==> config.mk <==
export PLATFORM = sky130hd
export DESIGN_NAME = pic_cascade
export DESIGN_NICKNAME = d
export VERILOG_FILES = /design/src/rtl/pic_cascade_pkg.sv /design/src/rtl/pic_prio_enc.sv /design/src/rtl/pic_resolver.sv /design/src/rtl/pic_ack_ctl.sv /design/src/rtl/pic_cascade.sv
export SDC_FILE = /design/constraint.sdc
export NUM_CORES = 1
export LEC_CHECK = 0
export BUFFER_PORTS_ARGS = -buffer_cell sky130_fd_sc_hd__buf_2
export CORE_MARGIN = 2
export CORE_UTILIZATION = 30
export DETAILED_ROUTE_END_ITERATION = 6
export GPL_TIMING_DRIVEN = 0
export SYNTH_ARGS = -nofsm -noshare
export SYNTH_HDL_FRONTEND = slang
export SYNTH_SLANG_ARGS = --single-unit
==> constraint.sdc <==
create_clock -name clk -period 7.85 [get_ports clk]
set_input_delay 2.355 -clock clk [delete_from_list [all_inputs] [get_ports clk]]
set_output_delay 2.355 -clock clk [all_outputs]
set_load 0.005 [all_outputs]
==> src/rtl/pic_cascade_pkg.sv <==
package pic_cascade_pkg;
    typedef enum logic [1:0] {
        CMD_NONE   = 2'd0,
        CMD_ACK    = 2'd1,
        CMD_POLL_M = 2'd2,
        CMD_POLL_S = 2'd3
    } cmd_e;
endpackage

==> src/rtl/pic_prio_enc.sv <==
// Finds the lowest-numbered set bit (highest priority).
module pic_prio_enc #(
    parameter int N  = 8,
    parameter int LW = $clog2(N)
) (
    input  logic [N-1:0]  bits_i,
    output logic          any_o,
    output logic [LW-1:0] idx_o
);
    always_comb begin
        any_o = |bits_i;
        idx_o = '0;
        for (int i = N - 1; i >= 0; i--) begin
            if (bits_i[i]) idx_o = LW'(i);
        end
    end
endmodule

==> src/rtl/pic_resolver.sv <==
// One controller: request/in-service state and winner selection.
module pic_resolver #(
    parameter int N  = 8,
    parameter int LW = $clog2(N)
) (
    input  logic          clk,
    input  logic          rst_n,
    input  logic [N-1:0]  edge_in_i,
    input  logic [N-1:0]  force_set_i,
    input  logic [N-1:0]  mask_i,
    input  logic          take_i,
    input  logic          drop_i,
    input  logic [LW-1:0] sel_i,
    input  logic          eoi_i,
    output logic          win_o,
    output logic [LW-1:0] win_idx_o
);
    typedef struct packed {
        logic [N-1:0] irr;
        logic [N-1:0] isr;
        logic [N-1:0] last;
    } res_st_t;

    res_st_t st_d, st_q;

    logic          pend_any, srv_any;
    logic [LW-1:0] pend_idx, srv_idx;

    pic_prio_enc #(.N(N), .LW(LW)) u_pend_enc (
        .bits_i (st_q.irr & ~mask_i),
        .any_o  (pend_any),
        .idx_o  (pend_idx)
    );

    pic_prio_enc #(.N(N), .LW(LW)) u_srv_enc (
        .bits_i (st_q.isr),
        .any_o  (srv_any),
        .idx_o  (srv_idx)
    );

    assign win_o     = pend_any && (!srv_any || (pend_idx < srv_idx));
    assign win_idx_o = pend_idx;

    always_comb begin
        logic [N-1:0] sel_bit, new_req, irr_clr, isr_set, isr_clr;
        st_d    = st_q;
        sel_bit = N'(1) << sel_i;
        new_req = (edge_in_i & ~st_q.last) | force_set_i;
        irr_clr = (take_i || drop_i) ? sel_bit : '0;
        isr_set = take_i ? sel_bit : '0;
        isr_clr = drop_i ? sel_bit : '0;
        if (eoi_i && srv_any) isr_clr = isr_clr | (N'(1) << srv_idx);
        st_d.irr  = (st_q.irr & ~irr_clr) | new_req;
        st_d.isr  = (st_q.isr | isr_set) & ~isr_clr;
        st_d.last = edge_in_i;
    end

    always_ff @(posedge clk) begin
        if (!rst_n) st_q <= '0;
        else        st_q <= st_d;
    end
endmodule

==> src/rtl/pic_ack_ctl.sv <==
// Command arbitration, acknowledge/poll decode and result registers.
module pic_ack_ctl
    import pic_cascade_pkg::*;
#(
    parameter int N     = 8,
    parameter int LW    = $clog2(N),
    parameter int VEC_W = 8,
    parameter int CAS   = 2
) (
    input  logic             clk,
    input  logic             rst_n,
    input  logic             ack_i,
    input  logic             poll_m_i,
    input  logic             poll_s_i,
    input  logic             m_win_i,
    input  logic [LW-1:0]    m_idx_i,
    input  logic             s_win_i,
    input  logic [LW-1:0]    s_idx_i,
    input  logic [VEC_W-1:0] base_m_i,
    input  logic [VEC_W-1:0] base_s_i,
    output logic             m_take_o,
    output logic             m_drop_o,
    output logic [LW-1:0]    m_sel_o,
    output logic             s_take_o,
    output logic             s_drop_o,
    output logic [LW-1:0]    s_sel_o,
    output logic             cmd_busy_o,
    output logic [VEC_W-1:0] vec_o,
    output logic [LW:0]      line_o,
    output logic             done_o,
    output logic [LW-1:0]    poll_line_o,
    output logic             poll_done_o
);
    localparam logic [VEC_W-1:0] BASE_KEEP = ~VEC_W'((1 << LW) - 1);
    localparam logic [LW-1:0]    SPUR      = LW'(N - 1);
    localparam logic [LW-1:0]    CAS_IDX   = LW'(CAS);

    typedef struct packed {
        logic [VEC_W-1:0] vec;
        logic [LW:0]      line;
        logic             done;
        logic [LW-1:0]    pline;
        logic             pdone;
    } out_st_t;

    out_st_t out_d, out_q;
    cmd_e    cmd;

    always_comb begin
        if (ack_i)         cmd = CMD_ACK;
        else if (poll_m_i) cmd = CMD_POLL_M;
        else if (poll_s_i) cmd = CMD_POLL_S;
        else               cmd = CMD_NONE;
    end

    assign cmd_busy_o = (cmd != CMD_NONE);

    always_comb begin
        out_d       = out_q;
        out_d.done  = 1'b0;
        out_d.pdone = 1'b0;
        m_take_o    = 1'b0;
        m_drop_o    = 1'b0;
        m_sel_o     = m_idx_i;
        s_take_o    = 1'b0;
        s_drop_o    = 1'b0;
        s_sel_o     = s_idx_i;
        case (cmd)
            CMD_ACK: begin
                out_d.done = 1'b1;
                if (!m_win_i) begin
                    out_d.line = {1'b0, SPUR};
                    out_d.vec  = (base_m_i & BASE_KEEP) | VEC_W'(SPUR);
                end else begin
                    m_take_o = 1'b1;
                    if (m_idx_i != CAS_IDX) begin
                        out_d.line = {1'b0, m_idx_i};
                        out_d.vec  = (base_m_i & BASE_KEEP) | VEC_W'(m_idx_i);
                    end else if (s_win_i) begin
                        s_take_o   = 1'b1;
                        out_d.line = {1'b1, s_idx_i};
                        out_d.vec  = (base_s_i & BASE_KEEP) | VEC_W'(s_idx_i);
                    end else begin
                        out_d.line = {1'b1, SPUR};
                        out_d.vec  = (base_s_i & BASE_KEEP) | VEC_W'(SPUR);
                    end
                end
            end
            CMD_POLL_M: begin
                out_d.pdone = 1'b1;
                if (m_win_i) begin
                    m_drop_o    = 1'b1;
                    out_d.pline = m_idx_i;
                end else begin
                    out_d.pline = SPUR;
                end
            end
            CMD_POLL_S: begin
                out_d.pdone = 1'b1;
                if (s_win_i) begin
                    s_drop_o    = 1'b1;
                    m_drop_o    = 1'b1;
                    m_sel_o     = CAS_IDX;
                    out_d.pline = s_idx_i;
                end else begin
                    out_d.pline = SPUR;
                end
            end
            default: ;
        endcase
    end

    always_ff @(posedge clk) begin
        if (!rst_n) out_q <= '0;
        else        out_q <= out_d;
    end

    assign vec_o       = out_q.vec;
    assign line_o      = out_q.line;
    assign done_o      = out_q.done;
    assign poll_line_o = out_q.pline;
    assign poll_done_o = out_q.pdone;
endmodule

==> src/rtl/pic_cascade.sv <==
module pic_cascade #(
    parameter int N     = 8,
    parameter int LW    = $clog2(N),
    parameter int VEC_W = 8,
    parameter int CAS   = 2
) (
    input  logic             clk,
    input  logic             rst_n,
    input  logic [2*N-1:0]   irq_lines_i,
    input  logic [N-1:0]     mask_m_i,
    input  logic [N-1:0]     mask_s_i,
    input  logic [VEC_W-1:0] base_m_i,
    input  logic [VEC_W-1:0] base_s_i,
    input  logic             ack_i,
    input  logic             poll_m_i,
    input  logic             poll_s_i,
    input  logic             eoi_m_i,
    input  logic             eoi_s_i,
    output logic             cpu_irq_o,
    output logic [VEC_W-1:0] vec_o,
    output logic [LW:0]      line_o,
    output logic             done_o,
    output logic [LW-1:0]    poll_line_o,
    output logic             poll_done_o
);
    localparam logic [N-1:0] CAS_BIT = N'(1) << CAS;

    logic          m_win, s_win;
    logic [LW-1:0] m_idx, s_idx, m_sel, s_sel;
    logic          m_take, m_drop, s_take, s_drop, cmd_busy;
    logic [N-1:0]  m_edges, m_force;

    // The master's own input at the cascade position is replaced by the slave.
    assign m_edges = irq_lines_i[N-1:0] & ~CAS_BIT;
    assign m_force = (s_win && !cmd_busy) ? CAS_BIT : '0;

    pic_resolver #(.N(N), .LW(LW)) u_master (
        .clk         (clk),
        .rst_n       (rst_n),
        .edge_in_i   (m_edges),
        .force_set_i (m_force),
        .mask_i      (mask_m_i),
        .take_i      (m_take),
        .drop_i      (m_drop),
        .sel_i       (m_sel),
        .eoi_i       (eoi_m_i && !cmd_busy),
        .win_o       (m_win),
        .win_idx_o   (m_idx)
    );

    pic_resolver #(.N(N), .LW(LW)) u_slave (
        .clk         (clk),
        .rst_n       (rst_n),
        .edge_in_i   (irq_lines_i[2*N-1:N]),
        .force_set_i ('0),
        .mask_i      (mask_s_i),
        .take_i      (s_take),
        .drop_i      (s_drop),
        .sel_i       (s_sel),
        .eoi_i       (eoi_s_i && !cmd_busy),
        .win_o       (s_win),
        .win_idx_o   (s_idx)
    );

    pic_ack_ctl #(.N(N), .LW(LW), .VEC_W(VEC_W), .CAS(CAS)) u_ctl (
        .clk         (clk),
        .rst_n       (rst_n),
        .ack_i       (ack_i),
        .poll_m_i    (poll_m_i),
        .poll_s_i    (poll_s_i),
        .m_win_i     (m_win),
        .m_idx_i     (m_idx),
        .s_win_i     (s_win),
        .s_idx_i     (s_idx),
        .base_m_i    (base_m_i),
        .base_s_i    (base_s_i),
        .m_take_o    (m_take),
        .m_drop_o    (m_drop),
        .m_sel_o     (m_sel),
        .s_take_o    (s_take),
        .s_drop_o    (s_drop),
        .s_sel_o     (s_sel),
        .cmd_busy_o  (cmd_busy),
        .vec_o       (vec_o),
        .line_o      (line_o),
        .done_o      (done_o),
        .poll_line_o (poll_line_o),
        .poll_done_o (poll_done_o)
    );

    assign cpu_irq_o = m_win;
endmodule

# Word-level counts from Yosys, hierarchy flattened
# Cells that the tools add are included.
# op_classes
n_addsub,0
mul,0
div_mod_pow,0
magnitude_cmp,2
eq_ne,4
n_shift,4
n_mux,61
n_bitwise,25
reduce_logical,20
# op_table
cell,count
2-to-1 mux 3 bit,37
bitwise AND 8 bit,8
2-to-1 mux 8 bit,8
NOT 8 bit,8
OR 8 bit,6
2-to-1 mux 12 bit,3
OR reduction 8 bit,4
"<< shifter 1 x 3 -> 8 bit, first input constant",4
OR 8 x 3 -> 8 bit,3
2-to-1 mux 1 bit,8
case mux 4 bit (2 select lines),1
logical AND 1 bit,7
less-than comparator 3 bit,2
2-to-1 mux 2 bit,3
"equality test 2 bit, second input constant",2
logical OR 1 bit,4
nonzero test 2 bit,2
zero test 1 bit,3
"inequality test 3 x 2 -> 1 bit, second input constant",1
"equality test 2 x 1 -> 1 bit, second input constant",1
case mux 1 bit (2 select lines),1
# word_totals
register_bits,65
latchBits,0
mem_bits_rw,0
romBits,0
inputBits,55
out_inout_bits,18
word_cells,128
n_memories,0

# Depth between registers and ports, before layout
# depth
depth_word,22
depth_mapped,11

# Cells and area by module
# A second synthesis with hierarchy kept.
# unflattened
hier_cells,392
hier_area_um2,3243.1
# by_module_without_submodules
mod,instances,cells_per_inst,area_each_um2,seq_area_each_um2
pic_resolver,2,128,1081.0,480.5
pic_ack_ctl,1,80,733.2,280.3
pic_prio_enc,4,13,81.3,0.0
pic_cascade,1,4,22.5,0.0

# Worst setup path before layout
# OpenSTA, ideal clock, no wires.
# synth_path
path_kind,input to output
from,input mask_m_i[7]
to,output cpu_irq_o
t_arrival_ns,4.052
path_slack_ns,1.443
stages,9
path_buffers,1
path_cell_list,nor2b_1 -> o211ai_1 -> a31oi_1 -> clkbuf_1 -> ha_1 -> o21a_1 -> o21ai_2 -> a21oi_1 -> nor2_1
# synth_via
elab_chain_len,13
word_cells_on_any_way,14
# synth_lines
item,line_no,source
start: declaration,pic_cascade.sv:10,"input logic [N-1:0] mask_m_i,"
NOT 8 bit *,pic_resolver.sv:30,".bits_i (st_q.irr & ~mask_i),"
bitwise AND 8 bit *,pic_resolver.sv:30,
2-to-1 mux 3 bit (8 in series),pic_prio_enc.sv:14,if (bits_i[i]) idx_o = LW'(i);
less-than comparator 3 bit,pic_resolver.sv:41,assign win_o = pend_any && (!srv_any || (pend_idx < srv_idx));
logical OR 1 bit,pic_resolver.sv:41,
logical AND 1 bit *,pic_resolver.sv:41,
end: declaration,pic_cascade.sv:19,"output logic cpu_irq_o,"
# Mark *: on every way between the ends. The rest lies on a longest branch, timed or not.

# Worst setup path after layout
# Ends and elaborated chain as after synthesis.

==> flow_metrics.py <==
metrics = {
    "sta": {
        "slew_violations": 0,
        "hold_violations": 0,
        "worst_pin_slew_ps": 798,
        "fmaxAchievable_ghz": 0.139,
        "finClkSkew_ps": 7.16,
        "rsz0062_at_grt": "false",
        "setup_tns_ps": 0,
        "fin_crit_sh_pct": 91.8,
        "setup_viol": 0,
        "period_minus_slack_ps": 7200,
        "slew-limit-headroom_pct": 46.3,
    },
    "power_and_ir_drop": {
        "clockPowerShare_pct": 32.3,
        "switching_share_pct": 31.9,
        "leakage_nw": 1.62,
        "pwr-share-comb_pct": 24.3,
        "p_per_area_mw_per_mm2": 199,
        "power_frac_seq_pct": 43.4,
        "p_total_uw": 786,
        "switchingPower_uw": 251,
        "internal_power_uw": 535,
        "vdd_ir_drop_max_v": 0.0000777,
    },
    "routing": {
        "drc_errors": 0,
        "ant_nets": 0,
        "vias": 3401,
        "vias_per_cell": 5.42,
        "dr.pass1.iters": 5,
        "drt_iter0_drc": 346,
        "routed_wl_um": 10100,
        "avgRoutedWirePerCell_um": 16.2,
    },
    "cts": {
        "cts_hold_buf": 0,
        "cts_root_buf": "clkbuf_8",
        "clockBufferDepth": 2,
        "h-tree-depth": 3,
        "clock_sinks": 61,
        "cts_resized": 0,
        "cts_buffers": 9,
        "clock_latency_ps": 340,
        "cts_tree": "done",
        "path_clk_slew_ps": 70,
        "cts.repair_timing.setup_buffer_count": 0,
    },
    "worst_setup_path": {
        "end_kind": "output pin",
        "critPathKind": "input pin to output pin",
        "critPathLaunchType": "input pin",
        "r2r_slack_ps": 4400,
        "r2r_cells": 10,
        "path_max_fanout": 10,
        "cp.required_ps": 5500,
        "r2r-start": "u_master.st_q[23]",
        "arrival_ps": 4850,
        "worstReg2RegEnd": "u_master.st_q[12]",
    },
    "synth": {
        "yosys_warnings": 0,
        "synth_top_area_share_pct": 37.2,
        "synth_top_cell_by_area": "dfxtp_1",
        "yosysSeqAreaShare_pct": 37.2,
        "synth_cell_types": 57,
        "synth_most_common_cell": "dfxtp_1",
        "synth_edf_count": 0,
        "ys.flop_type": "dfxtp_1",
        "synthTopCellsByCount": "61 x dfxtp_1, 44 x nand2_1, 36 x nor2_1, 35 x o21ai_0, 20 x nor2b_1",
        "netlist_instances": 411,
        "synth_seq_cells": 61,
        "synth.avg_cell_area_um2": 8.00,
        "synth.top_cells.by_area": "dfxtp_1 37%, o21ai_0 5.3%, nand2_1 5.0%, nor2_1 4.1%, nor2b_1 3.8%",
        "synthesis.nets": 470,
        "async_reset_ff_share_pct": 0,
        "synth_area_mm2": 0.00329,
    },
    "job": {
        "maxCapViolations": 0,
    },
    "worst_hold_path": {
        "holdCritStartpoint": "u_master.st_q[0]",
        "hold_end": "u_master.st_q[16]",
        "hold_class": "flip-flop to flip-flop",
        "min_path_cells": 1,
    },
    "die": {
        "io-pin-count": 73,
        "die-height_um": 109,
        "rows": 38,
        "fp.coreArea_mm2": 0.0107,
        "initial_core_util_pct": 30.6,
        "die_w_um": 109,
        "fp.dieArea_mm2": 0.0118,
    },
    "global_route": {
        "track_usage_pct": 17.8,
        "antenna_found_initial": 0,
        "overflow": 0,
        "grt_pass1_vias": 3290,
        "grt_max_degree": 11,
        "grt_pass1_wl_um": 16300,
    },
    "placement": {
        "io_buffers": 63,
        "gp_congestion": 0.935,
        "dpl.cell_count": 614,
        "dp_hpwl_um": 7720,
    },
    "finish": {
        "drive_gt1_share_pct": 19.7,
        "stdcell_count": 627,
        "nets": 544,
        "final_core_util_pct": 36.8,
        "num_antenna_cells": 0,
        "syn_to_final_growth_pct": 20.2,
    },
    "outcome": {
        "status": "finished clean",
    },
}
-- cell type report --
cell class	instances	area [um2]
buffer	20	113
fill	1167	6800
inverter	13	48.8
tap	140	175
clock inverter	1	7.51
sequential	61	1220
multi-input combinational	317	1900
clock buffer	12	165
timing repair buffer	63	315
-- per-stage QoR --
step | area, um2 | hold WS, ps | worst slack [ps]
floorplan | 3290 | 399 | 1440
global placement | 3780 | 406 | 713
detailed placement | 3780 | 408 | 676
CTS | 3950 | 418 | 672
global route | 3950 | 446 | 390
finish | 3950 | 416 | 646
-- placed cells by master (no fill, tap or decap), types with 4 or more instances in the layout --
cell,synthesis,routed
a211oi_1,8,8
a21boi_0,5,5
a21oi_1,14,14
a31oi_1,14,14
a41oi_1,5,5
and2_1,14,14
buf_2,3,66
clkbuf_1,11,11
clkbuf_8,0,12
dfxtp_1,61,61
ha_1,4,4
inv_1,13,13
nand2_1,44,44
nand2b_1,17,17
nand3_1,11,11
nand3b_1,4,4
nor2_1,36,36
nor2b_1,20,20
nor3_1,13,13
nor4_1,10,10
o211ai_1,7,7
o21a_1,5,5
o21ai_0,35,35
o22ai_1,4,4
o31ai_1,4,4
-- flip-flops by register name (all words and copies together) (netlist names) --
signal and cells:
u_ctl.vec_o 5, u_master.st_q 23, u_ctl.done_o 1, u_slave.st_q 24, u_ctl.line_o 4, u_ctl.poll_line_o 3
u_ctl.poll_done_o 1
-- worst max-delay path by stage --
| stage | to | slack, ps | start | cells after the start |
|---|---|---|---|---|
| 5_1_grt | cpu_irq_o | 390 | mask_m_i[7] | 11 |
| 3_3_place_gp | cpu_irq_o | 710 | mask_m_i[7] | 11 |
| 4_1_cts | cpu_irq_o | 670 | mask_m_i[7] | 11 |
| 3_5_place_dp | cpu_irq_o | 680 | mask_m_i[7] | 11 |
| 2_1_floorplan | cpu_irq_o | 1440 | mask_m_i[7] | 9 |
| 6_report | cpu_irq_o | 650 | mask_m_i[7] | 11 |
-- power groups by stage --
stage	sequential, mW	clock [mW]	combinational, mW
3_5_place_dp	0.348	0	0.187
5_1_grt	0.343	0.273	0.211
2_1_floorplan	0.345	0	0.124
6_report	0.341	0.254	0.191
3_3_place_gp	0.347	0	0.184
4_1_cts	0.341	0.258	0.188
-- cells by family (layout without fill, tap and decap cells) --
logic type | after synthesis | count (layout) | synth area share [%]
simple gates | 180 | 180 | 28.3
compound gates | 132 | 132 | 27.8
flops | 61 | 61 | 37.2
buf+inv | 33 | 109 | 4.91
fa+ha+maj | 4 | 4 | 1.52
mux | 1 | 1 | 0.305
-- worst max-delay path: stages --
cell and delay, ps:
buf_2 100, nor2b_1 160, o211ai_1 130, a31oi_1 200, clkbuf_1 470, ha_1 340
o21a_1 210, o21ai_2 340, a21oi_1 200, nor2_1 190, buf_2 140
-- layer usage --
metal  up-vias  track usage (%)  routed length [um]
met1      1564             25.1                4850
met4         0             7.97                 161
li1       1655                -                   -
met2       169             26.7                4370
met3        13             2.99                 761
met5         -                0                   0
Power figures use the tool's default switching activity.
